[src/rtl/nxpc_pkg.sv]
package nxpc_pkg;
    localparam int CTL_W = 3;

    typedef enum logic [CTL_W-1:0] {
        CTL_SEQ  = 3'd0,
        CTL_BEQ  = 3'd1,
        CTL_BNE  = 3'd2,
        CTL_JMP  = 3'd3,
        CTL_JAL  = 3'd4,
        CTL_JREG = 3'd5
    } ctl_e;

    typedef enum logic {
        ST_RUN  = 1'b0,
        ST_SLOT = 1'b1
    } fsm_e;
endpackage

[src/rtl/nxpc_target.sv]
module nxpc_target
    import nxpc_pkg::*;
#(
    parameter int XLEN  = 32,
    parameter int OFF_W = 16,
    parameter int TGT_W = 26
) (
    input  logic [XLEN-1:0]  cur_pc,
    input  logic [CTL_W-1:0] ctl,
    input  logic [OFF_W-1:0] br_off,
    input  logic [TGT_W-1:0] j_tgt,
    input  logic [XLEN-1:0]  op_a,
    input  logic [XLEN-1:0]  op_b,
    output logic [XLEN-1:0]  pc4,
    output logic [XLEN-1:0]  dest,
    output logic             want,
    output logic             is_link,
    output logic             bad_align
);
    localparam int SEXT_W = XLEN - OFF_W - 2;
    localparam int HI_W   = XLEN - TGT_W - 2;

    ctl_e             kind;
    logic [XLEN-1:0]  br_dest;
    logic [XLEN-1:0]  jp_dest;

    assign kind    = ctl_e'(ctl);
    assign pc4     = cur_pc + {{(XLEN-3){1'b0}}, 3'd4};
    assign br_dest = pc4 + {{SEXT_W{br_off[OFF_W-1]}}, br_off, 2'b00};
    assign jp_dest = {pc4[XLEN-1 -: HI_W], j_tgt, 2'b00};

    always_comb begin
        want      = 1'b0;
        dest      = pc4;
        is_link   = 1'b0;
        bad_align = 1'b0;
        unique case (kind)
            CTL_BEQ: begin
                want = (op_a == op_b);
                dest = br_dest;
            end
            CTL_BNE: begin
                want = (op_a != op_b);
                dest = br_dest;
            end
            CTL_JMP: begin
                want = 1'b1;
                dest = jp_dest;
            end
            CTL_JAL: begin
                want    = 1'b1;
                dest    = jp_dest;
                is_link = 1'b1;
            end
            CTL_JREG: begin
                want      = 1'b1;
                dest      = op_a;
                bad_align = (op_a[1:0] != 2'b00);
            end
            default: begin
                want = 1'b0;
                dest = pc4;
            end
        endcase
    end
endmodule

[src/rtl/nxpc_fsm.sv]
module nxpc_fsm
    import nxpc_pkg::*;
#(
    parameter int XLEN = 32
) (
    input  logic            clk,
    input  logic            rst_n,
    input  logic            adv,
    input  logic            want,
    input  logic [XLEN-1:0] dest,
    output logic            in_slot,
    output logic            grant,
    output logic [XLEN-1:0] pend
);
    fsm_e state, state_nx;

    always_comb begin
        state_nx = state;
        unique case (state)
            ST_RUN:  if (adv && want) state_nx = ST_SLOT;
            ST_SLOT: if (adv)         state_nx = ST_RUN;
            default:                  state_nx = ST_RUN;
        endcase
    end

    always_ff @(posedge clk or negedge rst_n) begin
        if (!rst_n) begin
            state <= ST_RUN;
            pend  <= '0;
        end else begin
            state <= state_nx;
            if (state == ST_RUN && adv && want) pend <= dest;
        end
    end

    always_comb begin
        in_slot = 1'b0;
        grant   = 1'b0;
        unique case (state)
            ST_RUN:  grant   = adv;
            ST_SLOT: in_slot = 1'b1;
            default: grant   = 1'b0;
        endcase
    end
endmodule

[src/rtl/nxpc_link.sv]
module nxpc_link #(
    parameter int XLEN = 32
) (
    input  logic [XLEN-1:0] cur_pc,
    input  logic            is_link,
    input  logic            grant,
    output logic [XLEN-1:0] link_val,
    output logic            link_we
);
    assign link_val = cur_pc + {{(XLEN-4){1'b0}}, 4'd8};
    assign link_we  = grant && is_link;
endmodule

[src/rtl/nxpc_unit.sv]
module nxpc_unit
    import nxpc_pkg::*;
#(
    parameter int XLEN  = 32,
    parameter int OFF_W = 16,
    parameter int TGT_W = 26
) (
    input  logic             clk,
    input  logic             rst_n,
    input  logic             adv,
    input  logic [XLEN-1:0]  cur_pc,
    input  logic [CTL_W-1:0] ctl,
    input  logic [OFF_W-1:0] br_off,
    input  logic [TGT_W-1:0] j_tgt,
    input  logic [XLEN-1:0]  op_a,
    input  logic [XLEN-1:0]  op_b,
    output logic [XLEN-1:0]  nxt_pc,
    output logic             taken,
    output logic [XLEN-1:0]  link_val,
    output logic             link_we,
    output logic             misalign
);
    logic [XLEN-1:0] pc4_w, dest_w, pend_w;
    logic            want_w, is_link_w, bad_w, in_slot_w, grant_w;

    nxpc_target #(.XLEN(XLEN), .OFF_W(OFF_W), .TGT_W(TGT_W)) u_tgt (
        .cur_pc(cur_pc), .ctl(ctl), .br_off(br_off), .j_tgt(j_tgt),
        .op_a(op_a), .op_b(op_b), .pc4(pc4_w), .dest(dest_w),
        .want(want_w), .is_link(is_link_w), .bad_align(bad_w)
    );

    nxpc_fsm #(.XLEN(XLEN)) u_fsm (
        .clk(clk), .rst_n(rst_n), .adv(adv), .want(want_w), .dest(dest_w),
        .in_slot(in_slot_w), .grant(grant_w), .pend(pend_w)
    );

    nxpc_link #(.XLEN(XLEN)) u_link (
        .cur_pc(cur_pc), .is_link(is_link_w), .grant(grant_w),
        .link_val(link_val), .link_we(link_we)
    );

    assign nxt_pc   = in_slot_w ? pend_w : pc4_w;
    assign taken    = grant_w && want_w;
    assign misalign = grant_w && bad_w;
endmodule

[config.mk]
export PLATFORM = sky130hd
export DESIGN_NAME = nxpc_unit
export DESIGN_NICKNAME = d
export VERILOG_FILES = /design/src/rtl/nxpc_pkg.sv /design/src/rtl/nxpc_target.sv /design/src/rtl/nxpc_fsm.sv /design/src/rtl/nxpc_link.sv /design/src/rtl/nxpc_unit.sv
export SDC_FILE = /design/constraint.sdc
export NUM_CORES = 1
export LEC_CHECK = 0
export ABC_AREA = 1
export BUFFER_PORTS_ARGS = -buffer_cell sky130_fd_sc_hd__buf_2
export CORE_MARGIN = 3
export CORE_UTILIZATION = 45
export CTS_CLUSTER_DIAMETER = 100
export CTS_CLUSTER_SIZE = 28
export DETAILED_ROUTE_END_ITERATION = 12
export PLACE_DENSITY = 0.72
export SLEW_MARGIN = 20
export SYNTH_ARGS = -nofsm -noshare
export SYNTH_HDL_FRONTEND = slang
export SYNTH_SLANG_ARGS = --single-unit
[constraint.sdc]
create_clock -name clk -period 1.8 [get_ports clk]
set_input_delay 0.09 -clock clk [delete_from_list [all_inputs] [get_ports clk]]
set_output_delay 0.09 -clock clk [all_outputs]
set_load 0.02 [all_outputs]
==> summary.txt, run 1 <==
STA
  – Worst End Pin Type: register data pin
  – Grt repair worst endpoint: u_fsm.pend[30]$_DFFE_PN0P_/D

Place
  – Port Buf Inserts: 210
  – Post-DP HPWL: 23.82 mm
  – RePlAce Congestion: 1.023
  – DP Worst Slack: -1058 ps

Floorplan
  – Die Width: 125.8 um
  – Initial core utilization: 0.4633
  – Number of core rows: 43
  – Total I/O pin count: 211
  – Die height: 125.8 um

Synth
  – Library cells used by synthesis: 39
  – Largest area contributor in the netlist: nand2_1
  – Synth top area share: 0.2866
  – Post-Synthesis Cells: 1199
  – Mapped Area: 6456 sq um
  – Ys async rst share: 1.000
  – Yosys reg bits: 33
  – Area contributors post-synth: nand2_1 (29%), dfrtp_1 (13%), inv_1 (9.8%), ha_1 (7.4%), nor2_1 (7.1%)
  – Most frequent cell after synthesis: nand2_1
  – Post-synth net total: 1382
  – Ys flop type: dfrtp_1
  – Sequential share of the synthesized area: 0.1279
  – Post-synth EDFFs: 0
  – Average cell area after synthesis: 5.385 sq um
  – Syn. warnings: 0
  – Top post-synthesis cells by count: nand2_1 (493), inv_1 (169), nor2_1 (122)

Clocking
  – Clk root buf: clkbuf_16
  – Clock Path Buffers: 2
  – Clock net sink count: 33
  – H-tree levels: 2
  – CTS Buf Count: 5

Global route
  – Pin count of the biggest net entering global routing: 42
  – All-Layer GR Usage: 0.6471
  – GR Overflow Total: 8

Outcome
  – Status: aborted with a tool error
  – First error: [ERROR GRT-0232] Routing congestion too high. Check the congestion heatmap in the GUI.
  – Failed at: 5_1_grt
-- timing repair --
action	4_1_cts
resized for setup	255
buffers inserted	52
hold buffers	1
endpoints found under the hold margin	33
endpoints found under the setup margin	40
pin swaps	125
gates cloned	0
-- logic make-up after synthesis --
group	count (synthesis)	share of synthesized area
fa+ha+maj	39	0.07674
simple gates	768	0.4975
xor+xnor	68	0.09457
flops	33	0.1279
buf+inv	205	0.1231
compound gates	86	0.08023
-- routing by layer --
metal,GRT overflow,GRT usage
met5,0,0.1796
met4,4,0.6328
met3,0,0.4461
met2,4,0.8515
met1,0,0.6465
-- per-stage QoR --
step,util,cells,cell area [sq um]
floorplan,-,1199,6855
global placement,0.7069,1805,9851
detailed placement,0.7069,1805,9851
CTS,0.8253,1863,11500
==> run 2: changes to the inputs <==
- CORE_UTILIZATION: 45 -> 30
- CTS_CLUSTER_DIAMETER: 100 -> default
- CTS_CLUSTER_SIZE: 28 -> default
- PLACE_DENSITY: 0.72 -> default
- PLACE_DENSITY_LB_ADDON: default -> 0.15
==> summary.txt, run 2 <==
Worst setup path
  – CP Launch Type: input pin
  – WP buf/inv: 5
  – Critical Path Source: cur_pc[4]
  – Internal reg-to-reg setup slack: 460 ps
  – CP Depth: 22
  – Critical Path AT: 2560 ps
  – Worst R2R End: u_fsm.pend[3]
  – Max incr delay on CP: 300 ps
  – CP Class: in -> reg
  – End of the critical path: u_fsm.pend[26]
  – Max Fanout on Critical Path: 4
  – Critical path data required time: 1980 ps
  – Crit. End Element: register
  – Critical-path top delay cell: ha_4
  – Cells on worst reg2reg path: 8
  – CP top delay family: simple AND/OR/NAND/NOR gates
  – Worst r2r src: u_fsm.state
  – Cell chain of the critical path: buf_8, ha_4, nand3_4, nor2_4, nand2_4, buf_8, nor2_4, nand3_2, xor2_2, inv_2, ha_4, nand2_4, buf_6, nor4_4, buf_4, nand2_4, nand2_2, nand2_2, nand3_2, nand3_2, nand2_1, nand2_1

Clocking
  – Clk root buf: clkbuf_16 (unchanged)
  – H-tree levels: 2 (unchanged)
  – Reg clk slew, reported paths: 60 ps
  – Worst skew pair latency: 290 ps
  – CTS Buf Count: 5 (unchanged)
  – Clock net sink count: 33 (unchanged)
  – Clock Path Buffers: 2 (unchanged)
  – CTS tree: done

Outcome
  – Status: complete, but fails checks (was aborted with a tool error)
  – Failing checks: negative setup slack

STA
  – Period minus WS final: 2382 ps
  – Fin crit share: 1.323
  – Pins Over Slew Limit: 0
  – Relative slew slack: 0.4759
  – Final WS setup: -581.6 ps
  – Slew of the pin with the lowest slew margin: 786.1 ps
  – Clock skew: 9.314 ps
  – Fin Hold WS: 13.27 ps
  – Fmax: 0.4199 GHz
  – Final Hold Fails: 0
  – RSZ-0062 raised after global routing: true
  – Final setup vio count: 29

Final layout
  – ANT cells: 0
  – Most frequent cells in the layout: nand2_1 (382), buf_4 (274), buf_2 (180), inv_1 (136), nor2_1 (80)
  – Share of layout cells above drive strength 1: 0.5266
  – Reg area: 825.8 sq um
  – Largest regs: u_fsm.pend (32), u_fsm.state (1)
  – Most flops, register: u_fsm.pend
  – Area Growth Syn to Fin: 94.32%
  – Fillers: 2027
  – Max reg flops: 32
  – # nets final: 1872
  – Area occupied by multi-input gates: 6933 sq um
  – Final core occ: 0.5949
  – Most common cell after layout, fill and taps aside: nand2_1

Synth
  – Mapped Area: 6456 sq um (unchanged)
  – Area contributors post-synth: nand2_1 (29%), dfrtp_1 (13%), inv_1 (9.8%), ha_1 (7.4%), nor2_1 (7.1%) (unchanged)
  – Library cells used by synthesis: 39 (unchanged)
  – Sequential share of the synthesized area: 0.1279 (unchanged)
  – Post-synth EDFFs: 0 (unchanged)
  – Ys async rst share: 1.000 (unchanged)
  – Synth top area share: 0.2866 (unchanged)
  – Post-Synthesis Cells: 1199 (unchanged)
  – Most frequent cell after synthesis: nand2_1 (unchanged)
  – Largest area contributor in the netlist: nand2_1 (unchanged)
  – Yosys reg bits: 33 (unchanged)
  – Average cell area after synthesis: 5.385 sq um (unchanged)
  – Ys flop type: dfrtp_1 (unchanged)
  – Top post-synthesis cells by count: nand2_1 (493), inv_1 (169), nor2_1 (122) (unchanged)
  – Post-synth net total: 1382 (unchanged)
  – Syn. warnings: 0 (unchanged)

Route
  – Via density: 4.673
  – Detail Route met2 WL: 15.99 mm
  – Routed Antenna Nets: 0
  – Drt wl/cell: 16.02 um
  – Max layer used: met4
  – Met3 wire length: 1.104 mm
  – Number of DRC markers in iteration 0: 470
  – DRC: 0
  – DR vias: 9182
  – Initial DRT Pass Iterations: 5
  – Met1 wire length: 13.80 mm
  – Final WL: 31.49 mm

Global route
  – First-pass GRT wire length: 47.51 mm
  – Pin count of the biggest net entering global routing: 42
  – All-Layer GR Usage: 0.2547
  – GR Overflow Total: 0
  – Vias in the first global route: 8831
  – Antenna violations before repair: 0

Floorplan
  – Total I/O pin count: 211 (unchanged)
  – Number of core rows: 53 (was 43)
  – Initial core utilization: 0.3062 (was 0.4633)
  – Core Area: 21090 sq um
  – Die Width: 152.7 um (was 125.8 um)
  – Die area: 23320 sq um
  – Die height: 152.7 um (was 125.8 um)

Worst hold path
  – Hold wc startpoint: adv
  – Hold crit path type: in -> reg

Power and ir drop
  – PwrDens: 467.2 nW/um^2
  – Leakage power: 6.668 nW
  – Pwr Total: 0.005862 W
  – VDD IR max: 419.4 uV

Flow run
  – Max Cap Viol: 0

Place
  – Post-DP HPWL: 25.79 mm (was 23.82 mm)
  – Port Buf Inserts: 210 (unchanged)
  – RePlAce Congestion: 0.9792 (was 1.023)
## run 2: cell counts after synthesis
Identical to the previous run, type by type.
## run 2: cell families (layout without fill, tap and decap cells)
kind of cell             after synthesis  after routing  synth area share
AO/OA/AOI/OAI                         86             86           0.08023
flip-flops                            33             33            0.1279
XOR/XNOR                              68             68           0.09457
buffers and inverters                205            696            0.1231
AND/OR/NAND/NOR                      768            768            0.4975
adder cells (fa/ha/maj)               39             39           0.07674
## run 2: routing by layer
metal	vias up	GRT usage
li1	4685	-
met1	4268	0.3383
met2	196	0.4554
met3	33	0.02442
met4	0	0.04243
met5	-	0
## run 2: final cells by class
cell class / count / share of cell area
Multi-Input combinational cell: 961 / 0.5526
Clock buffer: 6 / 0.01027
Timing Repair Buffer: 509 / 0.2875
Inverter: 179 / 0.05555
Sequential cell: 33 / 0.06582
Clock inverter: 2 / 0.0007978
Tap cell: 275 / 0.02743
## run 2: worst register-to-register path, delay by kind of cell (launching register included)
family / cells / cell delay (ps)
simple gates: 4 / 340
buf+inv: 4 / 530
flops: 1 / 400
## run 2: what timing repair did
item | CTS | global route
pin swaps | 121 | 125
setup buffers | 36 | 26
setup endpoints to repair | 41 | 51
hold endpoints to repair | 33 | 0
resized for setup | 248 | 216
hold buffers | 1 | 0
## run 2: how the worst min path moves through the flow
stage                          to  depth (start not counted)
global placement    u_fsm.pend[0]                          2
finish                u_fsm.state                          2
global route          u_fsm.state                          2
floorplan           u_fsm.pend[0]                          0
CTS                   u_fsm.state                          2
detailed placement  u_fsm.pend[4]                          2
## run 2: metrics by stage
stage | worst slack (ps) | setup TNS, ps | area, sq um | instances
after floorplan | -483.5 | -7937 | 6855 | 1199
after global placement | -1220 | -25000 | 9972 | 1902
after detailed placement | -1208 | -25690 | 9972 | 1902
after CTS | -580.1 | -11120 | 11470 | 1945
after global routing | -716.1 | -15900 | 12550 | 1965
final | -581.6 | -11880 | 12550 | 1965
## run 2: where the power goes
group / leakage (nW) / switching, W / internal [W]
Combinational: 6.20 / 0.00218 / 0.00172
Clock: 0.0706 / 0.000356 / 0.000509
Sequential: 0.400 / 0.000123 / 0.000968
Total: 6.67 / 0.00266 / 0.00320
No activity file was read; power rests on OpenSTA's default activity.
==> run 3: changes to the inputs <==
- SETUP_SLACK_MARGIN: default -> 0.1
==> summary.txt, run 3 (synthesis results as in run 2) <==
Worst setup path
  – Critical Path AT: 2610 ps (was 2560 ps)
  – Worst r2r src: u_fsm.state (unchanged)
  – Max Fanout on Critical Path: 5 (was 4)
  – Crit. End Element: register (unchanged)
  – Critical Path Source: cur_pc[4] (unchanged)
  – CP Launch Type: input pin (unchanged)
  – CP Class: in -> reg (unchanged)
  – Critical path data required time: 1970 ps (was 1980 ps)

Route
  – Drt wl/cell: 16.15 um (was 16.02 um)
  – Initial DRT Pass Iterations: 5 (unchanged)
  – Number of DRC markers in iteration 0: 465 (was 470)
  – Via density: 4.675 (was 4.673)
  – DRC: 0 (unchanged)
  – Routed Antenna Nets: 0 (unchanged)
  – Final WL: 31.39 mm (was 31.49 mm)
  – DR vias: 9088 (was 9182)

Power and ir drop
  – PwrDens: 474.6 nW/um^2 (was 467.2 nW/um^2)
  – Leakage power: 6.487 nW (was 6.668 nW)
  – VDD IR max: 465.8 uV (was 419.4 uV)

STA
  – Final WS setup: -640.3 ps (was -581.6 ps)
  – Clock skew: 3.792 ps (was 9.314 ps)
  – Final Hold Fails: 0 (unchanged)
  – Fmax: 0.4098 GHz (was 0.4199 GHz)
  – Relative slew slack: 0.5325 (was 0.4759)
  – Slew of the pin with the lowest slew margin: 701.2 ps (was 786.1 ps)
  – Pins Over Slew Limit: 0 (unchanged)
  – Final setup vio count: 27 (was 29)
  – Period minus WS final: 2440 ps (was 2382 ps)
  – RSZ-0062 raised after global routing: true (unchanged)
  – Fin crit share: 1.356 (was 1.323)
  – Fin Hold WS: 25.46 ps (was 13.27 ps)

Outcome
  – Failing checks: negative setup slack (unchanged)
  – Status: complete, but fails checks (unchanged)

Floorplan
  – Core Area: 21090 sq um (unchanged)
  – Total I/O pin count: 211 (unchanged)
  – Initial core utilization: 0.3062 (unchanged)
  – Die height: 152.7 um (unchanged)
  – Die area: 23320 sq um (unchanged)
  – Die Width: 152.7 um (unchanged)
  – Number of core rows: 53 (unchanged)

Clocking
  – Worst skew pair latency: 280 ps (was 290 ps)
  – Clk root buf: clkbuf_16 (unchanged)
  – Reg clk slew, reported paths: 50 ps (was 60 ps)
  – CTS Buf Count: 5 (unchanged)
  – H-tree levels: 2 (unchanged)
  – Clock net sink count: 33 (unchanged)
  – CTS tree: done (unchanged)
  – Clock Path Buffers: 2 (unchanged)

Place
  – Placed cell area: 9915 sq um (was 9972 sq um)
  – Post-DP HPWL: 25.93 mm (was 25.79 mm)
  – DP Worst Slack: -1223 ps (was -1208 ps)
  – Port Buf Inserts: 210 (unchanged)
  – RePlAce Congestion: 0.9952 (was 0.9792)

Final layout
  – Most frequent cells in the layout: nand2_1 (368), buf_4 (236), buf_2 (176), inv_1 (141), nand2_2 (100) (was nand2_1 (382), buf_4 (274), buf_2 (180), inv_1 (136), nor2_1 (80))
  – Max reg flops: 32 (unchanged)
  – Largest regs: u_fsm.pend (32), u_fsm.state (1) (unchanged)
  – ANT cells: 0 (unchanged)
  – Most flops, register: u_fsm.pend (unchanged)
  – Share of layout cells above drive strength 1: 0.5141 (was 0.5266)
  – Reg area: 825.8 sq um (unchanged)
  – Fillers: 2071 (was 2027)
  – Area occupied by multi-input gates: 6663 sq um (was 6933 sq um)
  – Final Cell Area: 12230 sq um (was 12550 sq um)
  – # nets final: 1852 (was 1872)
  – Area Growth Syn to Fin: 89.38% (was 94.32%)
  – Most common cell after layout, fill and taps aside: nand2_1 (unchanged)

Flow run
  – Max Cap Viol: 0 (unchanged)

Global route
  – First-pass GRT wire length: 47.47 mm (was 47.51 mm)
  – GR Overflow Total: 0 (unchanged)
  – All-Layer GR Usage: 0.2530 (was 0.2547)
  – Pin count of the biggest net entering global routing: 42 (unchanged)
  – Antenna violations before repair: 0 (unchanged)
  – Vias in the first global route: 8964 (was 8831)

Worst hold path
  – Hold wc startpoint: adv (unchanged)
  – Hold crit path type: in -> reg (unchanged)
run 3: cell types whose count changed in the layout (fill, tap and decap cells not counted), moves of 5 or more:
cell,delta
nand2_1,-14
inv_2,-5
ha_4,-8
ha_1,+6
nand3_2,-14
inv_1,+5
nand3_1,+12
nand2_2,+29
buf_6,+23
buf_4,-38
nand2_4,-14
run 3: repair_timing:
item / 4_1_cts / 5_1_grt
resized for setup: 229 / 226
pin swaps: 113 / 133
hold buffers: 1 / 0
buffers inserted: 30 / 31
hold endpoints to repair: 33 / 0
endpoints found under the setup margin: 53 / 60
run 3: layout make-up:
| class | instances | share of cell area |
|---|---|---|
| multi-input cells | 961 | 0.5449 |
| repair buffers | 489 | 0.2910 |
| flip-flops and latches | 33 | 0.06754 |
| inverters | 179 | 0.05669 |
| well taps | 275 | 0.02814 |
| clock buffers | 7 | 0.01167 |
run 3: where the power goes:
part           total [W]  internal (W)  leakage [nW]  switching (W)
sequential       0.00109      0.000968         0.400       0.000124
combinational    0.00384       0.00171          6.02        0.00213
clock           0.000871      0.000544        0.0700       0.000327
total            0.00580       0.00322          6.49        0.00258
run 3: critical path: stages:
cell and delay, ps:
buf_8 80, ha_4 140, nand3_4 110, nor2_4 160, nand3_4 110, nor2_4 140
nand2_2 70, xor2_2 180, buf_6 150, clkinvlp_4 120, ha_4 280, nand2_8 110
inv_4 40, a21oi_4 150, nand2_2 80, a21oi_2 200, nand3_1 120, nand3_2 110
nand3_2 70, nand2_1 60, nand2_1 50
run 3: worst paths after layout:
check,cells past startpoint,slack (ps),to
setup reg to reg,8,410,u_fsm.pend[1]
setup / recovery,21,-640,u_fsm.pend[28]
hold / removal,2,30,u_fsm.state
hold reg to reg,2,480,u_fsm.pend[19]
max in group asynchronous,3,1090,u_fsm.pend[28]
min in group asynchronous,3,370,u_fsm.pend[2]
run 3: layer usage:
layer,up-vias,GRT usage,routed length [um],part of all wire
met5,-,0,0,0
met2,206,0.4499,15780,0.50
met1,4216,0.3323,13620,0.43
li1,4635,-,-,-
met4,0,0.04285,658,0.021
met3,31,0.03295,1332,0.042
run 3: stage by stage:
stage | std cells | total power (W) | util | setup TNS, ps
3_3_place_gp | 1891 | 0.004131 | 0.4702 | -25920
6_report | 1944 | 0.005802 | 0.5798 | -13030
4_1_cts | 1922 | 0.005438 | 0.5310 | -12380
5_1_grt | 1944 | 0.006216 | 0.5798 | -17160
3_5_place_dp | 1891 | 0.004145 | 0.4702 | -26680
2_1_floorplan | 1199 | 0.002790 | - | -7937
